### config.mk
export PLATFORM = sky130hd
export DESIGN_NAME = dac_cfg_ctrl
export DESIGN_NICKNAME = d
export VERILOG_FILES = /design/src/rtl/dac_cfg_pkg.sv /design/src/rtl/dac_cfg_words.sv /design/src/rtl/dac_cfg_shift.sv /design/src/rtl/dac_cfg_ctrl.sv
export SDC_FILE = /design/constraint.sdc
export NUM_CORES = 1
export LEC_CHECK = 0
export BUFFER_PORTS_ARGS = -buffer_cell sky130_fd_sc_hd__buf_2
export CAP_MARGIN = 40
export CORE_MARGIN = 2
export CORE_UTILIZATION = 35
export CTS_CLUSTER_SIZE = 24
export DETAILED_ROUTE_END_ITERATION = 10
export SYNTH_ARGS = -nofsm -noshare
export SYNTH_HDL_FRONTEND = slang
export SYNTH_SLANG_ARGS = --single-unit
### constraint.sdc
create_clock -name clk -period 2.1 [get_ports clk]
set_input_delay 0.42 -clock clk [delete_from_list [all_inputs] [get_ports clk]]
set_output_delay 0.42 -clock clk [all_outputs]
set_load 0.03 [all_outputs]
### src/rtl/dac_cfg_pkg.sv
package dac_cfg_pkg;

    localparam int WORD_W  = 16;
    localparam int DATA_W  = 8;
    localparam int STRAP_N = 7;

    localparam logic [7:0] ADDR_CFG_A = 8'h04;
    localparam logic [7:0] ADDR_CFG_B = 8'h06;
    localparam logic [7:0] ADDR_ATT   = 8'h01;
    localparam logic [7:0] CFG_B_BASE = 8'h04;

    typedef struct packed {
        logic [7:0]        addr;
        logic [DATA_W-1:0] data;
    } ctl_word_t;

    typedef enum logic [2:0] {
        SEQ_RST,
        SEQ_SAMP,
        SEQ_CFGA,
        SEQ_CFGB,
        SEQ_ATT
    } seq_t;

    typedef enum logic {
        PH_LO,
        PH_HI
    } ph_t;

    function automatic ctl_word_t att_word(input logic [DATA_W-1:0] lvl);
        ctl_word_t w;
        w.addr = ADDR_ATT;
        w.data = lvl;
        return w;
    endfunction

endpackage

### src/rtl/dac_cfg_words.sv
module dac_cfg_words
    import dac_cfg_pkg::*;
(
    input  logic [STRAP_N-1:0] strap_q,
    output ctl_word_t          word_a,
    output ctl_word_t          word_b
);
    logic [STRAP_N-1:0] on;
    assign on = ~strap_q;

    always_comb begin
        word_a.addr    = ADDR_CFG_A;
        word_a.data    = '0;
        word_a.data[3] = on[0];
        word_a.data[4] = on[1];
        word_a.data[1] = on[3];

        word_b.addr    = ADDR_CFG_B;
        word_b.data    = CFG_B_BASE;
        word_b.data[0] = on[2];
        word_b.data[6] = on[4];
        word_b.data[7] = on[5];
        word_b.data[3] = on[6];
    end
endmodule

### src/rtl/dac_cfg_shift.sv
module dac_cfg_shift
    import dac_cfg_pkg::*;
#(
    parameter int HALF_DIV = 2
) (
    input  logic              clk,
    input  logic              rst,
    input  logic              start,
    input  logic [WORD_W-1:0] word,
    output logic              idle,
    output logic              done,
    output logic              latch_o,
    output logic              sclk_o,
    output logic              sdata_o
);
    localparam int CW = (HALF_DIV > 2) ? $clog2(HALF_DIV) : 1;
    localparam int BW = $clog2(WORD_W);
    localparam logic [CW-1:0] CNT_LAST = CW'(HALF_DIV - 1);
    localparam logic [BW-1:0] BIT_LAST = BW'(WORD_W - 1);

    logic              active;
    ph_t               ph;
    logic [CW-1:0]     cnt;
    logic [BW-1:0]     bidx;
    logic [WORD_W-1:0] shreg;
    logic              tick;

    assign tick = active && (cnt == CNT_LAST);
    assign done = tick && (ph == PH_HI) && (bidx == BIT_LAST);
    assign idle = !active;

    always_ff @(posedge clk) begin
        if (rst) begin
            active <= 1'b0;
            ph     <= PH_LO;
            cnt    <= '0;
            bidx   <= '0;
            shreg  <= '0;
        end else if (!active) begin
            if (start) begin
                active <= 1'b1;
                shreg  <= word;
                cnt    <= '0;
                bidx   <= '0;
                ph     <= PH_LO;
            end
        end else if (tick) begin
            cnt <= '0;
            if (ph == PH_LO) begin
                ph <= PH_HI;
            end else if (done) begin
                active <= 1'b0;
                ph     <= PH_LO;
            end else begin
                bidx  <= bidx + 1'b1;
                shreg <= {shreg[WORD_W-2:0], 1'b0};
                ph    <= PH_LO;
            end
        end else begin
            cnt <= cnt + 1'b1;
        end
    end

    assign sclk_o  = active && (ph == PH_HI);
    assign sdata_o = active && shreg[WORD_W-1];
    assign latch_o = !(active && (bidx == BIT_LAST) &&
                       ((ph == PH_LO) || (cnt == '0)));

    // data is frozen while the serial clock is high
    a_r4_data_held_high: assert property (@(posedge clk) disable iff (rst)
        (sclk_o && $past(sclk_o)) |-> $stable(sdata_o));

    // latch falls only while the clock is low
    a_r5_latch_falls_low: assert property (@(posedge clk) disable iff (rst)
        $fell(latch_o) |-> !sclk_o);

    // latch rises only while the clock is still high
    a_r5_latch_rises_high: assert property (@(posedge clk) disable iff (rst)
        $rose(latch_o) |-> sclk_o);
endmodule

### src/rtl/dac_cfg_ctrl.sv
module dac_cfg_ctrl
    import dac_cfg_pkg::*;
#(
    parameter int HALF_DIV = 2,
    parameter int RST_CYC  = 4
) (
    input  logic               clk,
    input  logic               rst,
    input  logic [STRAP_N-1:0] strap_n,
    input  logic [DATA_W-1:0]  level,
    output logic               dac_rst_n,
    output logic               ctl_latch,
    output logic               ctl_sclk,
    output logic               ctl_sdata,
    output logic               busy
);
    localparam int RW = $clog2(RST_CYC + 1);
    localparam logic [RW-1:0] RCNT_LAST = RW'(RST_CYC - 1);

    seq_t               seq_q;
    logic [RW-1:0]      rcnt;
    logic [STRAP_N-1:0] strap_q;
    ctl_word_t          word_a, word_b, word_sel;
    logic               sh_idle, sh_done, start;

    dac_cfg_words u_words (
        .strap_q (strap_q),
        .word_a  (word_a),
        .word_b  (word_b)
    );

    always_comb begin
        case (seq_q)
            SEQ_CFGA: word_sel = word_a;
            SEQ_CFGB: word_sel = word_b;
            default:  word_sel = att_word(level);
        endcase
    end

    assign start = sh_idle &&
                   (seq_q == SEQ_CFGA || seq_q == SEQ_CFGB || seq_q == SEQ_ATT);

    dac_cfg_shift #(.HALF_DIV(HALF_DIV)) u_shift (
        .clk     (clk),
        .rst     (rst),
        .start   (start),
        .word    (word_sel),
        .idle    (sh_idle),
        .done    (sh_done),
        .latch_o (ctl_latch),
        .sclk_o  (ctl_sclk),
        .sdata_o (ctl_sdata)
    );

    always_ff @(posedge clk) begin
        if (rst) begin
            seq_q   <= SEQ_RST;
            rcnt    <= '0;
            strap_q <= '1;
        end else begin
            case (seq_q)
                SEQ_RST: begin
                    if (rcnt == RCNT_LAST) seq_q <= SEQ_SAMP;
                    else                   rcnt  <= rcnt + 1'b1;
                end
                SEQ_SAMP: begin
                    strap_q <= strap_n;
                    seq_q   <= SEQ_CFGA;
                end
                SEQ_CFGA: if (sh_done) seq_q <= SEQ_CFGB;
                SEQ_CFGB: if (sh_done) seq_q <= SEQ_ATT;
                default:  seq_q <= SEQ_ATT;
            endcase
        end
    end

    assign dac_rst_n = (seq_q != SEQ_RST);
    assign busy      = (seq_q != SEQ_ATT);

    // serial port stays idle during the DAC reset pulse
    a_r2_quiet_in_pulse: assert property (@(posedge clk) disable iff (rst)
        !dac_rst_n |-> (ctl_latch && !ctl_sclk));

    // captured straps never change once configuration writes began
    a_r3_straps_frozen: assert property (@(posedge clk) disable iff (rst)
        ($past(seq_q) == SEQ_CFGA || $past(seq_q) == SEQ_CFGB ||
         $past(seq_q) == SEQ_ATT) |-> $stable(strap_q));

    // once busy drops it stays low
    a_r10_busy_sticky: assert property (@(posedge clk) disable iff (rst)
        $past(!busy) |-> !busy);

    // DAC reset, once released, is never reasserted
    a_r2_release_sticky: assert property (@(posedge clk) disable iff (rst)
        $past(dac_rst_n) |-> dac_rst_n);
endmodule

==> flow_summary.yaml <==
critical_path:
  r2r_setup_slack_ps: 260
  required_ps: 2290
  worstPathMaxFanout: 28
  critPathLaunchType: "register"
  crit_buf_inv: 1
  r2r_start: "seq_q[1]"
  critPathSlowestCell: "or3b_1"
  crit_family: "compound AO/OA/AOI/OAI gates"
  cp_cell_sequence: "or3b_1, a311oi_4, buf_12, nor2_1, a311oi_1"
  worstPathArrival_ps: 2030
  reg2regPathDepth: 5
  end_kind: "register"
  path_class: "register to register"
  r2r_end: "u_shift.shreg[6]"
  max_stage_delay_ps: 490
finish:
  seq_area_um2: 720.7
  areaGrowthSynthToFinish_pct: 15.98
  multiInputGateArea_um2: 914.6
  fin_util: 0.4230
  drive_above_1_share: 0.2196
  final_area_mm2: 0.001998
  nNetsFinal: 233
  num-fill-cells: 476
  final_cells: 281
  n_antenna_cell: 0
die:
  core_area_mm2: 0.004723
  io_pins: 22
  start_util: 0.3648
  rows: 25
  dieWidth_um: 74.16
  dieArea_mm2: 0.005500
  fp.dieH_um: 74.16
drt:
  via_count: 1358
  drtIter0Drc: 61
  antenna_left: 0
  routed_via_density: 4.833
  drc: 0
  dr.pass1.iters: 4
  drt-total-wl_um: 3666
  wire_per_inst_um: 13.05
run_status:
  status: "finished, final reports clean"
global_routing:
  grt_pass1_wl_um: 6113
  grt.total_usage: 0.1472
  grt_max_degree: 29
  grt_overflow: 0
  grt_pass1_vias: 1286
  antenna_found_initial: 0
clock_tree:
  clock_latency_ps: 280
  tritoncts: "done"
  clockBufferDepth: 2
  cts.clk_slew.worst_paths_ps: 70
  post_cts_buffers: 0
  cts_hold_buf: 0
  htree_levels: 2
  ctsResizeCount: 0
  cts_root_buf: "clkbuf_8"
  cts_buffers: 5
  cts_sinks: 36
synthesis:
  yosys.cell_count.top_type: "dfxtp_1"
  syn_inst: 191
  async_flop_share: 0
  synth_area_mm2: 0.001723
  synth-edff-count: 0
  netlist.area_leader.share: 0.4183
  synth_cell_types: 43
  ys_top_cells_by_count: "36 x dfxtp_1, 22 x nor2_1, 16 x mux2i_1"
  synthesis.nets: 211
  ys_seq_area_frac: 0.4183
  ys_ff_latch: 36
  yosys_warnings: 0
  synthFlopType: "dfxtp_1"
  yosys-top-cells-area: "dfxtp_1 42%, mux2i_1 9.3%, nor2_1 4.8%"
  avgSynthCellArea_um2: 9.020
  synth_top_area_cell: "dfxtp_1"
sta:
  fin_ws_ps: 259.9
  min_period_ps: 1840
  period_share: 0.8762
  hold_slack_ps: 348.6
  slew_headroom: 0.7067
  skew_ps: 4.514
  setup_tns_ps: 0
  max_freq_mhz: 543.5
  finalHoldViolCount: 0
  slew_viol_final: 0
  worst_slew_pin_slew_ps: 436.6
  finalSetupViolations: 0
  rsz0062_at_grt: "false"
power:
  post-layout-total-power_mw: 1.761
  peakVddDrop_mv: 0.3090
  pwr_density_cell_mw_per_mm2: 881.1
  power_leakage_nw: 0.7289
hold_path:
  hp-start: "strap_n[0]"
  worstHoldPathType: "input port to register"
  hold_end: "strap_q[0]"
  hold_depth: 3
placement:
  dp_worst_setup_slack_ps: 269.0
  portBuffers: 21
  place.gp.congestion: 0.7496
  postPlaceCellArea_mm2: 0.001908
  place_inst: 273
  post-dp-hpwl_um: 2604
job:
  cap_viol_max_count: 0
area by class of cell:
type                       instances  area share
clock buffer                       8     0.04508
inverter                           3    0.005636
multi-input combinational        138      0.4577
sequential                        36      0.3607
tap                               67     0.04195
timing repair buffer              29     0.08892
flip-flops by register name, indices dropped and copies added, names as in the netlist:
register and flops:
u_shift.shreg 16, strap_q 7, u_shift.bidx 4, rcnt 3
seq_q 3, u_shift.active 1, u_shift.cnt 1, u_shift.ph 1
power by group:
part	internal [mW]	switching, mW
sequential	0.768	0.0599
combinational	0.205	0.223
clock	0.268	0.238
total	1.24	0.520
worst max path at each step:
| stage | from | to | slack (ps) | cells past startpoint |
|---|---|---|---|---|
| after CTS | seq_q[1] | u_shift.shreg[6] | 240 | 5 |
| after floorplan | seq_q[0] | u_shift.bidx[0] | 150 | 7 |
| after detailed placement | seq_q[1] | u_shift.shreg[6] | 270 | 5 |
| after global routing | seq_q[1] | u_shift.shreg[6] | 140 | 5 |
| after global placement | seq_q[1] | u_shift.shreg[11] | 340 | 5 |
| final | seq_q[1] | u_shift.shreg[6] | 260 | 5 |
layout by cell type, fill, tap and decap left out, types with 2 or more instances in the layout:
cell and count:
buf_2 21, and2_1 11, nand3_1 2, a211oi_2 3
a31o_2 2, o22ai_1 2, or3_1 2, inv_1 2
mux2_2 2, ha_1 3, nand3b_1 2, buf_4 7
a21oi_1 10, clkbuf_1 2, dfxtp_1 36, nor2_1 22
a21o_1 2, o21ai_0 3, clkbuf_8 6, nand2_1 15
nor3_1 5, nor4_1 4, mux2i_1 16, nand2b_1 7
nor2_2 3, o21ai_1 2, a311oi_1 5
worst min-delay path: stages:
cell     delay, ps
buf_2           70
mux2i_1         60
nand2_1         60
logic make-up after synthesis:
logic type | after synthesis | share of synthesized area
flip-flops | 36 | 0.4183
buffers and inverters | 17 | 0.05083
XOR/XNOR | 1 | 0.005084
AND/OR/NAND/NOR | 81 | 0.2440
AO/OA/AOI/OAI | 35 | 0.1540
adder cells (fa/ha/maj) | 3 | 0.02179
multiplexers | 18 | 0.1060
layer usage:
metal / part of all wire / GRT usage
met5: 0 / 0
met4: 0 / 0.04242
met2: 0.47 / 0.2292
met1: 0.50 / 0.1942
met3: 0.031 / 0.05014
No activity file was read; power rests on OpenSTA's default activity.
